`config.mk`:
```
export PLATFORM = sky130hd
export DESIGN_NAME = timer_ccp_pair
export DESIGN_NICKNAME = d
export VERILOG_FILES = /design/src/rtl/timer_pkg.sv /design/src/rtl/timer_counter.sv /design/src/rtl/timer_sync.sv /design/src/rtl/timer_channel.sv /design/src/rtl/timer_ccp_pair.sv
export SDC_FILE = /design/constraint.sdc
export NUM_CORES = 1
export LEC_CHECK = 0
export ABC_AREA = 1
export BUFFER_PORTS_ARGS = -buffer_cell sky130_fd_sc_hd__buf_2
export CAP_MARGIN = 20
export CORE_ASPECT_RATIO = 1.5
export CORE_MARGIN = 4
export CORE_UTILIZATION = 51
export DETAILED_ROUTE_END_ITERATION = 16
export PLACE_DENSITY = 0.77
export SLEW_MARGIN = 20
export SYNTH_ARGS = -nofsm -noshare
export SYNTH_HDL_FRONTEND = slang
export SYNTH_SLANG_ARGS = --single-unit
```
`constraint.sdc`:
```
create_clock -name clk -period 1.6 [get_ports clk]
set_input_delay 0.08 -clock clk [delete_from_list [all_inputs] [get_ports clk]]
set_output_delay 0.08 -clock clk [all_outputs]
set_load 0.02 [all_outputs]
```
`src/rtl/timer_pkg.sv`:
```
package timer_pkg;

  typedef struct packed {
    logic       mode_b;
    logic       mode_a;
    logic [1:0] sel;
  } chan_ctrl_t;

  localparam logic [1:0] SEL_RELEASE = 2'b00;
  localparam logic [1:0] SEL_TOGGLE  = 2'b01;
  localparam logic [1:0] SEL_CLEAR   = 2'b10;
  localparam logic [1:0] SEL_SET     = 2'b11;

endpackage

```
`src/rtl/timer_counter.sv`:
```
module timer_counter #(
  parameter int CW = 16
) (
  input  logic          clk,
  input  logic          rst_n,
  input  logic          run,
  input  logic          hold,
  input  logic [CW-1:0] modulo,
  output logic [CW-1:0] count,
  output logic          adv,
  output logic          ovf
);

  logic [CW-1:0] count_d;

  assign adv = run & ~hold;
  assign ovf = adv & (count == modulo);

  always_comb begin
    count_d = count;
    if (hold)     count_d = '0;
    else if (ovf) count_d = '0;
    else if (adv) count_d = count + 1'b1;
  end

  always_ff @(posedge clk or negedge rst_n) begin
    if (!rst_n) count <= '0;
    else        count <= count_d;
  end

  p_wrap_r1: assert property (@(posedge clk) disable iff (!rst_n)
    ovf |=> count == '0);
  p_hold_r1: assert property (@(posedge clk) disable iff (!rst_n)
    (!run && !hold) |=> $stable(count));

endmodule

```
`src/rtl/timer_sync.sv`:
```
module timer_sync #(
  parameter int STAGES = 2
) (
  input  logic clk,
  input  logic rst_n,
  input  logic d,
  output logic q
);

  logic [STAGES-1:0] sh_q, sh_d;

  always_comb begin
    sh_d = {sh_q[STAGES-2:0], d};
  end

  always_ff @(posedge clk or negedge rst_n) begin
    if (!rst_n) sh_q <= '0;
    else        sh_q <= sh_d;
  end

  assign q = sh_q[STAGES-1];

endmodule

```
`src/rtl/timer_channel.sv`:
```
module timer_channel
  import timer_pkg::*;
#(
  parameter int CW = 16
) (
  input  logic          clk,
  input  logic          rst_n,
  input  chan_ctrl_t    ctrl,
  input  logic          val_we,
  input  logic [CW-1:0] val_wdata,
  input  logic          cap_sync,
  input  logic [CW-1:0] count,
  input  logic          adv,
  input  logic [CW-1:0] cmp_val,
  input  logic          flag_clr,
  output logic [CW-1:0] val_q,
  output logic          flag,
  output logic          level,
  output logic          drive,
  output logic          own,
  output logic          evt
);

  logic          prev_q;
  logic          rise, fall, cap_mode, cmp_en, cap_hit, cmp_hit;
  logic [CW-1:0] val_d;
  logic          flag_d, level_d, act_level;

  assign own      = (ctrl.sel != SEL_RELEASE);
  assign cap_mode = own & ~ctrl.mode_b & ~ctrl.mode_a;
  assign cmp_en   = ctrl.mode_b | ctrl.mode_a;
  assign drive    = own & cmp_en;
  assign rise     = cap_sync & ~prev_q;
  assign fall     = ~cap_sync & prev_q;
  assign cap_hit  = cap_mode & ((ctrl.sel[0] & rise) | (ctrl.sel[1] & fall));
  assign cmp_hit  = cmp_en & adv & (count == cmp_val);
  assign evt      = cap_hit | cmp_hit;

  always_comb begin
    unique case (ctrl.sel)
      SEL_TOGGLE: act_level = ~level;
      SEL_CLEAR:  act_level = 1'b0;
      SEL_SET:    act_level = 1'b1;
      default:    act_level = level;
    endcase
  end

  always_comb begin
    val_d = val_q;
    if (cap_hit)     val_d = count;
    else if (val_we) val_d = val_wdata;

    flag_d = flag;
    if (evt)           flag_d = 1'b1;
    else if (flag_clr) flag_d = 1'b0;

    level_d = level;
    if (!own)                 level_d = ~ctrl.mode_a;
    else if (drive & cmp_hit) level_d = act_level;
  end

  always_ff @(posedge clk or negedge rst_n) begin
    if (!rst_n) begin
      prev_q <= 1'b0;
      val_q  <= '0;
      flag   <= 1'b0;
      level  <= 1'b1;
    end else begin
      prev_q <= cap_sync;
      val_q  <= val_d;
      flag   <= flag_d;
      level  <= level_d;
    end
  end

  p_capture_r4: assert property (@(posedge clk) disable iff (!rst_n)
    cap_hit |=> (val_q == $past(count)) && flag);
  p_flag_set_r7: assert property (@(posedge clk) disable iff (!rst_n)
    evt |=> flag);
  p_flag_clr_r7: assert property (@(posedge clk) disable iff (!rst_n)
    (flag_clr && !evt) |=> !flag);
  p_no_match_idle_r10: assert property (@(posedge clk) disable iff (!rst_n)
    (!adv && !cap_mode && !flag_clr) |=> $stable(flag));

endmodule

```
`src/rtl/timer_ccp_pair.sv`:
```
module timer_ccp_pair
  import timer_pkg::*;
#(
  parameter int CW          = 16,
  parameter int SYNC_STAGES = 2
) (
  input  logic          clk,
  input  logic          rst_n,
  input  logic          run,
  input  logic          hold,
  input  logic          wr_en,
  input  logic [2:0]    wr_addr,
  input  logic [CW-1:0] wr_data,
  input  logic [1:0]    cap_in,
  input  logic [1:0]    gpio_out,
  input  logic [1:0]    gpio_oe,
  output logic [1:0]    pad_out,
  output logic [1:0]    pad_oe,
  output logic [CW-1:0] count,
  output logic [1:0]    flags,
  output logic [1:0]    ch_level,
  output logic [CW-1:0] ch0_value,
  output logic [CW-1:0] ch1_value
);

  localparam int NCH = 2;
  localparam logic [2:0] A_MOD  = 3'd0;
  localparam logic [2:0] A_FCLR = 3'd5;

  logic [CW-1:0]          mod_q, mod_d;
  chan_ctrl_t [NCH-1:0]   ctrl_q, ctrl_d, ctrl_eff;
  logic [NCH-1:0][CW-1:0] val_q, cmp_val;
  logic [NCH-1:0]         val_we, cap_s, flg, lvl, drv, own, evt, fclr;
  logic                   adv, ovf, buf_mode;
  logic                   pend_q, pend_d, act_q, act_d;

  assign buf_mode = ctrl_q[0].mode_b;

  always_comb begin
    mod_d = mod_q;
    if (wr_en && wr_addr == A_MOD) mod_d = wr_data;
  end

  always_ff @(posedge clk or negedge rst_n) begin
    if (!rst_n) mod_q <= '0;
    else        mod_q <= mod_d;
  end

  timer_counter #(.CW(CW)) u_cnt (
    .clk(clk), .rst_n(rst_n), .run(run), .hold(hold), .modulo(mod_q),
    .count(count), .adv(adv), .ovf(ovf)
  );

  assign fclr = (wr_en && wr_addr == A_FCLR) ? wr_data[NCH-1:0] : '0;

  for (genvar i = 0; i < NCH; i++) begin : g_ch
    localparam logic [2:0] A_CTRL = 3'(1 + 2*i);
    localparam logic [2:0] A_VAL  = 3'(2 + 2*i);

    assign val_we[i] = wr_en && (wr_addr == A_VAL);

    always_comb begin
      ctrl_d[i] = ctrl_q[i];
      if (wr_en && wr_addr == A_CTRL) ctrl_d[i] = chan_ctrl_t'(wr_data[3:0]);
    end

    always_ff @(posedge clk or negedge rst_n) begin
      if (!rst_n) ctrl_q[i] <= '0;
      else        ctrl_q[i] <= ctrl_d[i];
    end

    if (i == 0) begin : g_lead
      assign ctrl_eff[i] = ctrl_q[i];
      assign cmp_val[i]  = (buf_mode && act_q) ? val_q[1] : val_q[0];
    end else begin : g_follow
      assign ctrl_eff[i] = buf_mode ? chan_ctrl_t'('0) : ctrl_q[i];
      assign cmp_val[i]  = val_q[i];
    end

    timer_sync #(.STAGES(SYNC_STAGES)) u_sync (
      .clk(clk), .rst_n(rst_n), .d(cap_in[i]), .q(cap_s[i])
    );

    timer_channel #(.CW(CW)) u_ch (
      .clk(clk), .rst_n(rst_n), .ctrl(ctrl_eff[i]), .val_we(val_we[i]),
      .val_wdata(wr_data), .cap_sync(cap_s[i]), .count(count), .adv(adv),
      .cmp_val(cmp_val[i]), .flag_clr(fclr[i]), .val_q(val_q[i]),
      .flag(flg[i]), .level(lvl[i]), .drive(drv[i]), .own(own[i]),
      .evt(evt[i])
    );

    assign pad_out[i] = own[i] ? lvl[i] : gpio_out[i];
    assign pad_oe[i]  = own[i] ? drv[i] : gpio_oe[i];
  end

  always_comb begin
    pend_d = pend_q;
    act_d  = act_q;
    if (!buf_mode) begin
      pend_d = 1'b0;
      act_d  = 1'b0;
    end else begin
      if (val_we[1])      pend_d = 1'b1;
      else if (val_we[0]) pend_d = 1'b0;
      if (ovf)            act_d  = pend_q;
    end
  end

  always_ff @(posedge clk or negedge rst_n) begin
    if (!rst_n) begin
      pend_q <= 1'b0;
      act_q  <= 1'b0;
    end else begin
      pend_q <= pend_d;
      act_q  <= act_d;
    end
  end

  assign flags     = flg;
  assign ch_level  = lvl;
  assign ch0_value = val_q[0];
  assign ch1_value = val_q[1];

  p_buf_ch1_quiet_r8: assert property (@(posedge clk) disable iff (!rst_n)
    buf_mode |-> !evt[1]);
  p_buf_sel_stable_r9: assert property (@(posedge clk) disable iff (!rst_n)
    (buf_mode && !ovf) |=> $stable(act_q));

endmodule

```
==> results of run 1 <==
-- cell usage after synthesis --
master,instances,share of area
nand2_1,123,0.096
ha_1,1,0.0026
nor2_4,1,0.0023
nand2_2,7,0.0091
nor3_2,2,0.0041
nor3_4,1,0.0034
xor2_1,9,0.016
mux2_2,10,0.023
o31ai_1,1,0.0016
xnor2_1,19,0.034
nor3_1,3,0.0031
a31oi_1,1,0.0013
o21a_1,2,0.0031
buf_2,14,0.014
o21ai_0,23,0.024
nor2_2,2,0.0026
buf_6,6,0.014
nand3_1,95,0.098
dfstp_2,2,0.011
buf_4,11,0.017
a21oi_1,8,0.0083
inv_2,4,0.0031
dfrtp_1,82,0.42
clkbuf_2,3,0.0031
o22ai_1,12,0.016
o211ai_1,17,0.026
o21ai_1,6,0.0062
nand3_2,1,0.0021
nor2_1,38,0.030
clkbuf_1,3,0.0023
inv_1,58,0.045
nand4_1,15,0.019
nand2_4,1,0.0023
o221ai_1,17,0.031
-- metrics by stage --
| step | util | setup slack, ns | power (mW) | cells |
|---|---|---|---|---|
| CTS | 0.658 | -0.0175 | 7.62 | 841 |
| finish | 0.687 | -0.0652 | 7.77 | 852 |
| global placement | 0.612 | -0.00316 | 5.39 | 816 |
| floorplan | - | 0.0294 | 4.56 | 598 |
| detailed placement | 0.612 | -0.0606 | 5.45 | 816 |
| global route | 0.687 | -0.139 | 8.14 | 852 |
-- path summary, 6_finish.rpt --
kind | cells past startpoint | from | slack [ns] | endpoint
max | 8 | buf_mode | -0.07 | g_ch[1].u_ch.val_q[3]
min | 3 | wr_data[2] | 0.006 | ctrl_q[6]
max reg2reg | 8 | buf_mode | -0.07 | g_ch[1].u_ch.val_q[3]
min reg2reg | 0 | g_ch[0].u_sync.sh_q[0] | 0.35 | g_ch[0].u_sync.sh_q[1]
max in group asynchronous | 3 | rst_n | 0.93 | u_cnt.count[7]
min in group asynchronous | 3 | rst_n | 0.24 | mod_q[14]
-- timing repair --
item	4_1_cts	5_1_grt
setup buffers	2	11
setup endpoints to repair	8	42
hold endpoints to repair	91	0
cloned	0	1
gates resized for setup	8	53
hold buffers	7	0
pin swaps	2	18
-- flip-flops by register name, indices dropped and copies added, names as in the netlist --
name / cells
ctrl_q: 4
g_ch.u_ch.prev_q: 2
act_q: 1
g_ch.u_ch.val_q: 32
ctrl_eff: 3
buf_mode: 1
g_ch.u_sync.sh_q: 4
g_ch.u_ch.level: 2
pend_q: 1
u_cnt.count: 16
mod_q: 16
g_ch.u_ch.flag: 2
-- cell families (layout without fill, tap and decap cells) --
| logic type | Yosys count | after routing | share of synthesized area |
|---|---|---|---|
| AOI/OAI and AO/OA | 87 | 87 | 0.117 |
| muxes | 10 | 10 | 0.0233 |
| adders and majority gates | 1 | 1 | 0.00259 |
| DFF | 84 | 84 | 0.435 |
| and+or+nand+nor | 289 | 290 | 0.272 |
| xor gates and xnor gates | 28 | 28 | 0.0507 |
| buffers and inverters | 99 | 240 | 0.0991 |
-- worst min-delay path: cells and delay by family --
family | cells | cell delay, ns
AO/OA/AOI/OAI | 1 | 0.07
buffers and inverters | 1 | 0.12
AND/OR/NAND/NOR | 1 | 0.05
-- power breakdown --
group | leakage, nW | total, mW | internal [mW] | switching, mW
clock network | 0.144 | 2.15 | 1.25 | 0.899
logic | 1.88 | 2.58 | 0.991 | 1.59
registers | 1.05 | 3.04 | 2.58 | 0.464
total | 3.07 | 7.77 | 4.82 | 2.96
-- per-layer routing --
layer | up-vias | track usage | part of all wire
met1 | 2451 | 0.360 | 0.38
li1 | 2300 | - | -
met3 | 40 | 0.0523 | 0.064
met2 | 228 | 0.510 | 0.52
met5 | - | 0 | 0
met4 | 0 | 0.131 | 0.033
-- final cells by class --
cell class | count | area (um^2) | share of cell area
tap | 112 | 140 | 0.0221
multi-input combinational | 416 | 2440 | 0.385
timing repair buffer | 162 | 1120 | 0.176
sequential | 84 | 2120 | 0.333
clock buffer | 10 | 239 | 0.0376
inverter | 62 | 233 | 0.0366
clock inverter | 6 | 63.8 | 0.0100
==> metrics.md, run 1 <==
| Metric | Value |
|---|---|
| Status | `complete, but fails checks` |
| Failing checks | `setup timing` |
| Crit start category | `flip-flop` |
| Final Wtd Congestion | `1.00` |
| Routed Antenna Nets | `0` |
| Worst Skew | `0.00661 ns` |
| Largest delay share family, worst path | `flip-flops` |
| Pre-antenna DRT Iters | `5` |
| Sequential area share after synthesis | `0.435` |
| Most frequent cells in the layout | `nand2_1 (116), nand3_1 (90), buf_2 (83)` |
| Synth Instances | `598` |
| RSZ-0062 raised after global routing | `true` |
| Reg clk slew, reported paths | `0.06 ns` |
| Grt ovf | `0` |
| CTS root buf | `clkbuf_16` |
| First-pass GRT wire length | `25.2 mm` |
| Initial Util | `0.522` |
| Unique cell type count in the Yosys netlist | `34` |
| Die area | `11,100 um^2` |
| IO Count | `86` |
| Worst min path class | `in -> reg` |
| Final nets | `766` |
| Setup crit end kind | `flip-flop` |
| WL per Instance | `19.4 um` |
| DR iter-0 viols | `480` |
| Pins Over Slew Limit | `0` |
| Design area | `6350 um^2` |
| Highest clock rate | `0.601 GHz` |
| Die Width | `87.5 um` |
| Final TNS setup | `-0.609 ns` |
| Port Buffers | `85` |
| Max Cap Violations | `0` |
| CP bufs+invs | `3` |
| Register bit total from synthesis | `84` |
| CTS Buf Count | `9` |
| Tcrit/Tclk final | `1.04` |
| Fill cell count | `764` |
| Fin. Hold Viols | `0` |
| Pin count of the biggest net entering global routing | `53` |
| CP max stage cell | `dfrtp_2` |
| Peak supply drop | `0.807 mV` |
| Critical Path, Cell by Cell | `inv_2, o21ai_1, inv_1, nor2_2, nand2_2, nand2_1, buf_12, o221ai_1` |
| Final setup vio count | `17` |
| Worst skew pair latency | `0.35 ns` |
| WHS | `0.00603 ns` |
| Leakage | `3.07 nW` |
| Initial antenna violation count | `0` |
| Most common cell after layout, fill and taps aside | `nand2_1` |
| CP Class | `reg -> reg` |
| Syn_nets | `629` |
| Area grow syn2layout | `31.5%` |
| Post-DP HPWL | `11.9 mm` |
| TritonCTS clock tree | `yes` |
| Vias in the first global route | `4,975` |
| Max incr delay on CP | `0.51 ns` |
| # DRC | `0` |
| Row Count | `43` |
| Yosys warnings | `0` |
| Via/cell ratio | `5.89` |
| Layout cells sized above 1 | `0.334` |
| CP max FO | `12` |
| Slew headroom | `0.691` |
| Clock sinks | `84` |
| Gr usage total | `0.298` |
| Total Wirelength | `16.5 mm` |
| CORE AREA | `9250 um^2` |
| Chip height | `127 um` |
| Post-Syn Area | `4830 um^2` |
| Slew @ Worst Pin | `0.463 ns` |
| Power Dens Cells | `1220 nW/um^2` |
| Worst EP required | `1.81 ns` |
| Clk buf depth | `2` |
| Worst setup margin | `-0.0652 ns` |
| Dpl cell area | `5670 um^2` |
| Crit path time final | `1.67 ns` |
| Arrival @ worst endpoint | `1.88 ns` |
| H-Tree Depth | `3` |
| Antenna diodes | `0` |
| Syn Area/Cell | `8.08 um^2` |
| Routed vias | `5,019` |
Power figures use the tool's default switching activity.
==> inputs of run 2 (changes only) <==
- clock period: 1.6 -> 1.35 ns (I/O delays scaled with it)
==> metrics.md, run 2 (same netlist as run 1, synthesis figures left out) <==
| Metric | Value |
|---|---|
| Tcrit/Tclk final | `1.32 (+0.276)` |
| Arrival @ worst endpoint | `2.07 ns (+0.19 ns)` |
| Fin. Hold Viols | `0 (unchanged)` |
| Routed Antenna Nets | `0 (unchanged)` |
| Power Dens Cells | `1350 nW/um^2 (+10%)` |
| CORE AREA | `9250 um^2 (unchanged)` |
| Row Count | `43 (unchanged)` |
| Max Cap Violations | `0 (unchanged)` |
| Initial antenna violation count | `0 (unchanged)` |
| RSZ-0062 raised after global routing | `true` |
| IO Count | `86 (unchanged)` |
| Area grow syn2layout | `60.4%` |
| Slew @ Worst Pin | `0.519 ns (+0.0562 ns)` |
| Biggest register | `g_ch.u_ch.val_q` |
| Antenna diodes | `0 (unchanged)` |
| Total Wirelength | `21.4 mm (+29%)` |
| CP max FO | `5 (-7)` |
| CTS root buf | `clkbuf_16` |
| Reg clk slew, reported paths | `0.06 ns (about the same)` |
| Most common cell after layout, fill and taps aside | `nand2_1` |
| Most frequent cells in the layout | `nand2_1 (106), buf_4 (89), buf_2 (79)` |
| H-Tree Depth | `3 (unchanged)` |
| CTS Buf Count | `9 (unchanged)` |
| WHS | `0.00633 ns (+0.000299 ns)` |
| Crit path time final | `1.78 ns (+0.113 ns)` |
| Port Buffers | `85 (unchanged)` |
| Worst skew pair latency | `0.35 ns (about the same)` |
| Clock sinks | `84 (unchanged)` |
| Pins Over Slew Limit | `0 (unchanged)` |
| Cell total after placement | `851 (+4.3%)` |
| Final nets | `827 (+8.0%)` |
| Via/cell ratio | `6.48 (+9.9%)` |
| DR iter-0 viols | `933 (+94%)` |
| Routed vias | `5,913 (+18%)` |
| Slew headroom | `0.654 (-0.0367)` |
| Worst EP required | `1.64 ns (-0.17 ns)` |
| Worst setup margin | `-0.428 ns (-0.363 ns)` |
| Worst min path class | `in -> reg` |
| Crit start category | `flip-flop` |
| Grt ovf | `0 (unchanged)` |
| Post-DP HPWL | `11.8 mm (-0.99%)` |
| Clk buf depth | `2 (unchanged)` |
| Peak supply drop | `1.10 mV (+36%)` |
| Worst Skew | `0.00797 ns (+0.00136 ns)` |
| Initial Util | `0.522 (unchanged)` |
| Final Wtd Congestion | `0.961 (-4.2%)` |
| R2r setup slk | `-0.43 ns (-0.36 ns)` |
| Layout cells sized above 1 | `0.514 (+0.181)` |
| First-pass GRT wire length | `27.9 mm (+11%)` |
| Finished Layout Cells | `913 (+7.2%)` |
| # DRC | `0 (unchanged)` |
| TritonCTS clock tree | `yes` |
| Leakage | `3.63 nW (+18%)` |
| DP Worst Slack | `-0.397 ns (-0.336 ns)` |
| Highest clock rate | `0.562 GHz (-6.4%)` |
| Status | `complete, but fails checks` |
| Setup crit end kind | `flip-flop` |
| Vias in the first global route | `5,399 (+8.5%)` |
| Pin count of the biggest net entering global routing | `85 (+60%)` |
| Leading registers by flop count | `g_ch.u_ch.val_q x32, mod_q x16, u_cnt.count x16` |
| Chip height | `127 um (unchanged)` |
| Gr usage total | `0.329 (+0.0311)` |
| WL per Instance | `23.4 um (+21%)` |
| Final setup vio count | `57 (+40)` |
| Failing checks | `setup timing` |
| Die area | `11,100 um^2 (unchanged)` |
| Die Width | `87.5 um (unchanged)` |
| Max FFs per register | `32 (unchanged)` |
| Pre-antenna DRT Iters | `7 (+2)` |
| CP Class | `reg -> reg` |
## run 2: cell count changes in the layout (fill, tap and decap cells not counted), sizes merged
cell	before	now
buf	155	210
dlygate4sd3	7	6
nand2	132	133
clkbuf	10	16
clkinv	3	5
clkinvlp	2	0
## run 2: worst paths after layout
path	startpoint	end	cells past startpoint
worst max-delay path	act_q	g_ch[0].u_ch.level	11
worst min-delay path	wr_data[8]	mod_q[8]	2
worst max register to register	act_q	g_ch[0].u_ch.level	11
worst min register to register	g_ch[0].u_sync.sh_q[0]	g_ch[0].u_sync.sh_q[1]	0
max in group asynchronous	rst_n	u_cnt.count[2]	3
min in group asynchronous	rst_n	mod_q[15]	3
## run 2: area by class of cell
| class | count | area, um^2 |
|---|---|---|
| Multi-Input combinational cell | 417 | 3090 |
| Sequential cell | 84 | 2120 |
| Timing Repair Buffer | 222 | 1870 |
| Fill cell | 484 | 1500 |
| Inverter | 62 | 250 |
| Clock buffer | 10 | 229 |
| Tap cell | 112 | 140 |
| Clock inverter | 6 | 55.1 |
## run 2: per-layer routing
| layer | track usage | wire length, um |
|---|---|---|
| met2 | 0.540 | 10400 |
| met5 | 0 | 0 |
| met3 | 0.0606 | 2340 |
| met4 | 0.187 | 1650 |
| met1 | 0.398 | 6960 |
## run 2: per-stage QoR
| stage | total power [mW] | util | area [um^2] | setup TNS (ns) |
|---|---|---|---|---|
| 3_5_place_dp | 6.81 | 0.659 | 6100 | -9.59 |
| 6_report | 10.5 | 0.838 | 7750 | -15.71 |
| 2_1_floorplan | 5.47 | - | 5040 | -2.50 |
| 3_3_place_gp | 6.74 | 0.659 | 6100 | -8.01 |
| 4_1_cts | 9.63 | 0.749 | 6930 | -9.49 |
| 5_1_grt | 10.9 | 0.838 | 7750 | -18.06 |
## run 2: critical path, cell delays in order, from the launching register on
cell and delay [ns]:
dfrtp_2 0.55, buf_6 0.19, nand3_1 0.14, nand3_1 0.12, nand2_1 0.08, nor2_1 0.13, nand2_1 0.08, nor2_2 0.13
nand3_2 0.12, nand2_1 0.07, nand2_1 0.05, nand2_1 0.07
## run 2: what timing repair did
item	CTS	global route
endpoints found under the hold margin	87	0
buffers inserted	15	20
cloned	2	9
gates resized for setup	88	111
pin swaps	31	60
setup endpoints to repair	57	58
hold buffers	6	0
## run 2: power breakdown
group          internal, mW  switching (mW)
clock network          1.42            1.03
logic                  1.92            2.44
registers              3.06           0.601
